### config.mk
export PLATFORM = sky130hd
export DESIGN_NAME = mdm_unit
export DESIGN_NICKNAME = d
export VERILOG_FILES = /design/src/rtl/mdm_pkg.sv /design/src/rtl/mdm_sync.sv /design/src/rtl/mdm_chg_track.sv /design/src/rtl/mdm_ctl_reg.sv /design/src/rtl/mdm_unit.sv
export SDC_FILE = /design/constraint.sdc
export NUM_CORES = 1
export LEC_CHECK = 0
export BUFFER_PORTS_ARGS = -buffer_cell sky130_fd_sc_hd__buf_2
export CAP_MARGIN = 10
export CORE_UTILIZATION = 30
export DETAILED_ROUTE_END_ITERATION = 10
export GPL_TIMING_DRIVEN = 1
export SLEW_MARGIN = 30
export SYNTH_ARGS = -nofsm -noshare
export SYNTH_HDL_FRONTEND = slang
export SYNTH_SLANG_ARGS = --single-unit
### constraint.sdc
create_clock -name clk -period 0.95 [get_ports clk]
set_input_delay 0.1425 -clock clk [delete_from_list [all_inputs] [get_ports clk]]
set_output_delay 0.1425 -clock clk [all_outputs]
set_load 0.01 [all_outputs]
### src/rtl/mdm_pkg.sv
// Package: field positions and widths shared by the modem handshake unit.
// Assumes: control and status layouts are fixed; only the widths below are shared.
package mdm_pkg;
    localparam int CTL_W    = 3;
    localparam int CTL_DTR  = 0;
    localparam int CTL_RTS  = 1;
    localparam int CTL_LOOP = 2;

    localparam int STAT_W    = 8;
    localparam int STAT_DCTS = 0;
    localparam int STAT_DDSR = 1;
    localparam int STAT_CTS  = 4;
    localparam int STAT_DSR  = 5;

    localparam int LINES = 2;  // index 0 = CTS, index 1 = DSR

    typedef struct packed {
        logic dsr;
        logic cts;
    } mdm_lines_t;
endpackage

### src/rtl/mdm_sync.sv
// Module: multi-stage level synchronizer for asynchronous handshake inputs.
// Assumes: each bit is an independent slow level; reset loads RESET_VAL into every stage.
module mdm_sync #(
    parameter int            W         = 2,
    parameter int            STAGES    = 2,
    parameter logic [W-1:0]  RESET_VAL = '1
) (
    input  logic         clk,
    input  logic         rst_n,
    input  logic [W-1:0] d,
    output logic [W-1:0] q
);
    logic [W-1:0] stg [STAGES];

    genvar s;
    generate
        for (s = 0; s < STAGES; s++) begin : g_stage
            if (s == 0) begin : g_first
                // Purpose: first stage samples the asynchronous input.
                always_ff @(posedge clk) begin
                    if (!rst_n) stg[0] <= RESET_VAL;
                    else        stg[0] <= d;
                end
            end else begin : g_next
                // Purpose: later stages shift the sampled level along.
                always_ff @(posedge clk) begin
                    if (!rst_n) stg[s] <= RESET_VAL;
                    else        stg[s] <= stg[s-1];
                end
            end
        end
    endgenerate

    assign q = stg[STAGES-1];
endmodule

### src/rtl/mdm_chg_track.sv
// Module: per-line change detector with sticky flags cleared by a read strobe.
// Assumes: lvl is already synchronous; a change in the clearing cycle wins over the clear.
module mdm_chg_track #(
    parameter int W = 2
) (
    input  logic         clk,
    input  logic         rst_n,
    input  logic [W-1:0] lvl,
    input  logic         clr,
    output logic [W-1:0] chg,
    output logic [W-1:0] flag
);
    logic [W-1:0] prev_q;
    logic [W-1:0] flag_q;

    // Purpose: remember last synchronized level; reset matches idle pins.
    always_ff @(posedge clk) begin
        if (!rst_n) prev_q <= '1;
        else        prev_q <= lvl;
    end

    assign chg = lvl ^ prev_q;

    // Purpose: sticky flags; set has priority over clear.
    always_ff @(posedge clk) begin
        if (!rst_n) flag_q <= '0;
        else        flag_q <= (flag_q & ~{W{clr}}) | chg;
    end

    assign flag = flag_q;

    genvar i;
    generate
        for (i = 0; i < W; i++) begin : g_chk
            a_r6_flag_sticky: assert property (@(posedge clk) disable iff (!rst_n)
                (flag[i] && !clr) |=> flag[i]);
            a_r8_set_wins: assert property (@(posedge clk) disable iff (!rst_n)
                (clr && chg[i]) |=> flag[i]);
            a_r7_read_clears: assert property (@(posedge clk) disable iff (!rst_n)
                (clr && !chg[i]) |=> !flag[i]);
        end
    endgenerate
endmodule

### src/rtl/mdm_ctl_reg.sv
// Module: control and interrupt-enable register, driving the active-low handshake outputs.
// Assumes: write strobes are single-cycle qualified; loopback parks outputs high.
module mdm_ctl_reg
    import mdm_pkg::*;
(
    input  logic             clk,
    input  logic             rst_n,
    input  logic             ctl_wr,
    input  logic [CTL_W-1:0] ctl_wdata,
    input  logic             ien_wr,
    input  logic             ien_wdata,
    output logic             rts_bit,
    output logic             dtr_bit,
    output logic             loop_on,
    output logic             ien,
    output logic             rts_n,
    output logic             dtr_n
);
    logic [CTL_W-1:0] ctl_q;
    logic             ien_q;

    // Purpose: hold the control bits written by software.
    always_ff @(posedge clk) begin
        if (!rst_n)      ctl_q <= '0;
        else if (ctl_wr) ctl_q <= ctl_wdata;
    end

    // Purpose: hold the modem-status interrupt enable.
    always_ff @(posedge clk) begin
        if (!rst_n)      ien_q <= 1'b0;
        else if (ien_wr) ien_q <= ien_wdata;
    end

    assign rts_bit = ctl_q[CTL_RTS];
    assign dtr_bit = ctl_q[CTL_DTR];
    assign loop_on = ctl_q[CTL_LOOP];
    assign ien     = ien_q;

    // Purpose: outputs are active low and forced idle during loopback.
    always_comb begin
        rts_n = loop_on | ~rts_bit;
        dtr_n = loop_on | ~dtr_bit;
    end

    a_r1_rts_write: assert property (@(posedge clk) disable iff (!rst_n)
        (ctl_wr && ctl_wdata[CTL_RTS] && !ctl_wdata[CTL_LOOP]) |=> !rts_n);
    a_r2_dtr_write: assert property (@(posedge clk) disable iff (!rst_n)
        (ctl_wr && ctl_wdata[CTL_DTR] && !ctl_wdata[CTL_LOOP]) |=> !dtr_n);
    a_r4_loop_idle: assert property (@(posedge clk) disable iff (!rst_n)
        (ctl_wr && ctl_wdata[CTL_LOOP]) |=> (rts_n && dtr_n));
endmodule

### src/rtl/mdm_unit.sv
// Module: modem handshake unit top: control outputs, synchronized status, change flags, interrupt.
// Assumes: cts_n/dsr_n are asynchronous; status byte is combinational from registered state.
module mdm_unit
    import mdm_pkg::*;
#(
    parameter int SYNC_STAGES = 2
) (
    input  logic              clk,
    input  logic              rst_n,
    input  logic              ctl_wr,
    input  logic [CTL_W-1:0]  ctl_wdata,
    input  logic              ien_wr,
    input  logic              ien_wdata,
    input  logic              stat_rd,
    output logic [STAT_W-1:0] stat_rdata,
    input  logic              cts_n,
    input  logic              dsr_n,
    output logic              rts_n,
    output logic              dtr_n,
    output logic              irq
);
    logic       rts_bit, dtr_bit, loop_on, ien;
    mdm_lines_t raw_n, sync_n;
    logic [LINES-1:0] chg, flag;

    mdm_ctl_reg u_ctl (
        .clk       (clk),
        .rst_n     (rst_n),
        .ctl_wr    (ctl_wr),
        .ctl_wdata (ctl_wdata),
        .ien_wr    (ien_wr),
        .ien_wdata (ien_wdata),
        .rts_bit   (rts_bit),
        .dtr_bit   (dtr_bit),
        .loop_on   (loop_on),
        .ien       (ien),
        .rts_n     (rts_n),
        .dtr_n     (dtr_n)
    );

    // Purpose: choose pins or looped-back control bits as status source.
    always_comb begin
        if (loop_on) begin
            raw_n.cts = ~rts_bit;
            raw_n.dsr = ~dtr_bit;
        end else begin
            raw_n.cts = cts_n;
            raw_n.dsr = dsr_n;
        end
    end

    mdm_sync #(
        .W         (LINES),
        .STAGES    (SYNC_STAGES),
        .RESET_VAL ({LINES{1'b1}})
    ) u_sync (
        .clk   (clk),
        .rst_n (rst_n),
        .d     (raw_n),
        .q     (sync_n)
    );

    mdm_chg_track #(.W(LINES)) u_chg (
        .clk   (clk),
        .rst_n (rst_n),
        .lvl   (sync_n),
        .clr   (stat_rd),
        .chg   (chg),
        .flag  (flag)
    );

    // Purpose: assemble the status byte from flags and inverted levels.
    always_comb begin
        stat_rdata            = '0;
        stat_rdata[STAT_DCTS] = flag[0];
        stat_rdata[STAT_DDSR] = flag[1];
        stat_rdata[STAT_CTS]  = ~sync_n.cts;
        stat_rdata[STAT_DSR]  = ~sync_n.dsr;
    end

    assign irq = ien & (|flag);

    a_r9_irq_disable: assert property (@(posedge clk) disable iff (!rst_n)
        (ien_wr && !ien_wdata) |=> !irq);
    a_r9_irq_read: assert property (@(posedge clk) disable iff (!rst_n)
        (stat_rd && !ien_wr && (chg == '0)) |=> !irq);
    a_r6_irq_on_change: assert property (@(posedge clk) disable iff (!rst_n)
        (ien && !ien_wr && (chg != '0)) |=> irq);
endmodule

=== Word level (Yosys, flattened, before mapping) ===
Memories as Yosys holds them, arrays and structs flattened.
Cells that the tools add are included.
Widths: inputs -> output; s select.

* Add/subtract/negate cells: 0
* Multipliers: 0
* Div/mod/pow operators: 0
* Order comparisons: 0
* Equality and inequality tests: 0
* Shift operators: 0
* Multiplexer cells: 5
* Bitwise operators: 13
* Reductions and logical operators: 1

{| class="wikitable"
|+ Operators with widths
! kind !! number
|-
| $mux 2 || 3
|-
| $not 1->1 || 4
|-
| $or 1x1->1 || 4
|-
| $and 2x2->2 || 1
|-
| $mux 1 || 2
|-
| $not 2->2 || 1
|-
| $or 2x2->2 || 1
|-
| $reduce_or 2->1 || 1
|-
| $xor 2x2->2 || 1
|-
| $and 1x1->1 || 1
|}

* Register bits after elaboration: 8
* Latch bits: 0
* Memory bits (writable): 4
* Bits in read-only memories: 0
* Bits of input ports: 11
* Output and inout port bits: 11
* Word-level logic and storage cells: 24
* Memories kept: 1

{| class="wikitable"
|+ Memories
! name !! words !! bits a word !! read ports !! clocked after memory_dff !! wr ports !! RTL line !! text
|-
| u_sync.stg || 2 || 2 || 2 || 0 || 2 || mdm_sync.sv:13 || <nowiki>logic [W-1:0] stg [STAGES];</nowiki>
|}

=== Logic depth before layout (Yosys ltp) ===
* Word-level depth: 3
* Depth in mapped cells: 2
* Mapped depth without buffers: 2

=== Hierarchy ===
Synthesis repeated with hierarchy kept, for this count alone.

* Cell total of the unflattened synthesis: 46
* Area total of the unflattened synthesis: 476.7 sq um

{| class="wikitable"
|+ Modules (own cells, without submodules)
! module !! instances !! cells an instance !! area an instance (sq um) !! seq. area each (sq um)
|-
| mdm_ctl_reg || 1 || 14 || 157.7 || 80.1
|-
| mdm_chg_track || 1 || 12 || 137.6 || 80.1
|-
| mdm_sync || 1 || 8 || 105.1 || 80.1
|-
| mdm_unit || 1 || 12 || 76.3 || 0.0
|}

=== Worst setup path before layout ===
No wires, ideal clock.

* Path kind: reg2out
* Start point: register u_chg.flag_q[1], in the netlist u_chg.flag[1]
* End point: output irq
* Data arrival time: 0.553 ns
* Data required time: 0.808 ns
* Slack: 0.254 ns
* Cell stages (with the launch flop): 2
* Path buffers: 0
* Path through: dfxtp_1 -> o21a_1

* Longest elaborated chain between the ends: 2

{| class="wikitable"
|+ RTL lines
! what !! RTL line !! text
|-
| from (decl) || mdm_chg_track.sv:14 || <nowiki>logic [W-1:0] flag_q;</nowiki>
|-
| from (signal assigned) || mdm_chg_track.sv:27 || <nowiki>else flag_q <= (flag_q & ~{W{clr}}) | chg;</nowiki>
|-
| $reduce_or 2->1 || mdm_unit.sv:81 || <nowiki>assign irq = ien & (|flag);</nowiki>
|-
| $and 1x1->1 || mdm_unit.sv:81 ||
|-
| to (decl) || mdm_unit.sv:20 || <nowiki>output logic irq</nowiki>
|}

Every way passes these cells.

=== Worst setup path after layout ===
Ends and elaborated chain as after synthesis.

==> key figures <==
Layout
  – Non-Filler Instances: 83
  – Fin nets: 81
  – Share of cells above drive strength 1: 44.1%
  – Diodes inserted: 0
  – Layout area overhead: 34.7%

Logic synthesis
  – Most common cell in the netlist: dfxtp_1
  – Post-synth top flop: dfxtp_1
  – Post-Syn Instances: 47
  – Most frequent cells after synthesis: dfxtp_1 (12), nand2b_1 (6), buf_4 (5)
  – Syn_area_per_cell: just over 10 µm²
  – Yosys top cell area share: approximately half
  – Synthesized area: roughly 470 µm²
  – Synth unique cells: 15
  – Synth area leaders: dfxtp_1 (51%), mux2i_1 (8.5%), buf_4 (7.9%), nand2b_1 (7.9%), nor2b_1 (5.3%)
  – Async set-reset flop share out of synthesis: 0%
  – #FFs+latches synth: 12
  – Post-synth EDFFs: 0
  – Synthesis warning total: 0
  – Seq/Total Area, Yosys: between 50% and 60%
  – Largest area contributor in the netlist: dfxtp_1

Outcome
  – Failing checks: negative setup slack
  – Outcome: finished, violations left

Routing
  – WL/cell: 8.99 µm
  – Antenna Nets Post-Route: 0
  – Routed via count: 346
  – DR vias/cell: 4.17
  – Drt drc: 0
  – Pre-antenna DRT Iters: 1
  – Drt total wl: 746 µm
  – 1st-iter DRT viols: 0

Clocking
  – Inserted Clock Buffers: 3
  – CTS clk-pin slew, worst paths: 0.07 ns
  – Clk sinks: 12
  – Root buffer cell: clkbuf_4
  – Clk Latency, worst-skew pair: 0.26 ns
  – CTS tree: built
  – CTS H-tree depth: 1
  – Clock tree buffer depth: 2

STA
  – Final Skew: between 0.004 and 0.005 ns
  – Hold Fails Final Rpt: 0
  – Final setup vio count: 4
  – Unrepaired setup endpoints after global routing: true
  – Setup WS post-layout: -0.0744 ns
  – Max frequency: 0.976 GHz
  – Slew Viols, Final: 0
  – Period utilization: 108%
  – Min cycle time layout: 1.02 ns

Setup path
  – Type of origin of the critical path: register
  – Crit Path Class: reg -> out
  – CP Max Fanout: 2
  – CP endpoint kind: primary output
  – Worst EP required: 0.81 ns
  – R2R setup slack: 0.16 ns
  – WP data arrival: 0.88 ns

Flow run
  – Max cap viols: 0

Power
  – Worst IR drop on VDD: 0.000832 V
  – Clock Power Share: 30.2%
  – Reg power frac: 56.4%
  – Cell internal pwr: 0.000753 W
  – Net Sw Frac: 22.4%
  – Sw Pwr: 0.000218 W
  – Combinational share of power: between 10% and 20%
  – Power per cell area: approximately 1500 nW/µm²
  – Leak Pwr: roughly 0.31 nW

Floorplanning
  – Initial core utilization: 34.2%
  – Full die area: 1740 µm²
  – Std-Cell Rows: 13
  – Core area: 1380 µm²
  – DIE WIDTH: ~42 µm
  – Boundary pin count: 22
  – Die Y: around 42 µm

Place
  – Cell Count Post-Placement: between 70 and 80
  – Routability cong.: ~0.65
  – DP Worst Slack: 0.172 ns
  – I/O Buffers: 17

Global route
  – Largest net degree at the start of global routing: 13
  – Number of global-route vias before repair: 330
  – Remaining Overflow, GRT: 0
  – Initial antenna violation count: 0
  – Global router's overall resource usage: around a tenth
  – Global-route wire length before repair: 1300 µm

Worst hold path
  – HP Class: in -> reg
-- registers in the layout, indices dropped and copies added, names as in the netlist --
name	cells
u_chg.prev_q	2
u_ctl.ctl_q	3
u_sync.stg	4
u_chg.flag	2
u_ctl.ien	1
-- worst max-delay path, cell delays in order (launching register included) --
cell     delay (ns)
dfxtp_2        0.32
o21a_1         0.17
buf_2          0.13
-- power by group through the flow --
stage           logic, W  registers, W  clock network, W
6_report        0.000131      0.000547          0.000293
5_1_grt         0.000145      0.000551          0.000338
4_1_cts         0.000129      0.000547          0.000310
3_5_place_dp    0.000105      0.000557                 0
3_3_place_gp    0.000103      0.000556                 0
2_1_floorplan  0.0000748      0.000556                 0
-- cell usage in the layout, fill, tap and decap left out, types with 3 or more instances in the layout --
cell       n
mux2i_1    4
conb_1     4
buf_4      3
dfxtp_1    8
buf_2     14
nor2b_1    4
clkbuf_4   3
dfxtp_2    3
nand2b_1   4
buf_6      3
-- path summary, 6_finish.rpt --
kind,depth (start not counted),startpoint,to
setup / recovery,2,u_chg.flag[1]$_SDFF_PN0_,irq
hold / removal,3,cts_n,u_sync.stg[0][0]$_SDFF_PN1_
setup reg to reg,3,u_ctl.ctl_q[2]$_SDFFE_PN0P_,u_sync.stg[0][1]$_SDFF_PN1_
hold reg to reg,1,u_sync.stg[0][1]$_SDFF_PN1_,u_sync.stg[1][1]$_SDFF_PN1_
-- cell type report --
cell class / instances / area (µm²)
tap: 15 / 18.8
fill: 150 / 746
timing repair buffer: 20 / 126
multi-input combinational: 31 / 214
inverter: 2 / 7.51
clock buffer: 3 / 22.5
sequential: 12 / 248
-- metal layers --
metal	GRT usage (%)	vias up	share of wire, %
li1	-	182	-
met1	9.92	149	40
met2	17.8	15	54
met3	2.61	0	6.3
met4	5.81	0	0
met5	0	-	0
-- cell families after synthesis --
logic type	Yosys count	share of synthesized area (%)
buf+inv	7	9.53
flops	12	50.8
xor+xnor	2	3.70
other cells	1	0.793
compound gates	5	7.67
simple gates	16	19.0
mux	4	8.47
-- repair_timing --
| item | CTS | global route |
|---|---|---|
| gates resized for setup | 8 | 2 |
| buffers inserted | 2 | 1 |
| setup endpoints to repair | 3 | 6 |
| pin swaps | 0 | 0 |
| hold buffers | 0 | 0 |
-- through the flow --
step	area (µm²)	power [W]	hold WS (ns)	util [%]	setup TNS, ns
global placement	551	0.000660	0.383	39.8	0
global route	637	0.00103	0.114	46.1	-0.365
finish	637	0.000970	0.112	46.1	-0.212
CTS	627	0.000986	0.108	45.3	-0.265
detailed placement	551	0.000662	0.387	39.8	0
floorplan	484	0.000631	0.216	-	0
Note: power is estimated with default switching activity, not from simulation.
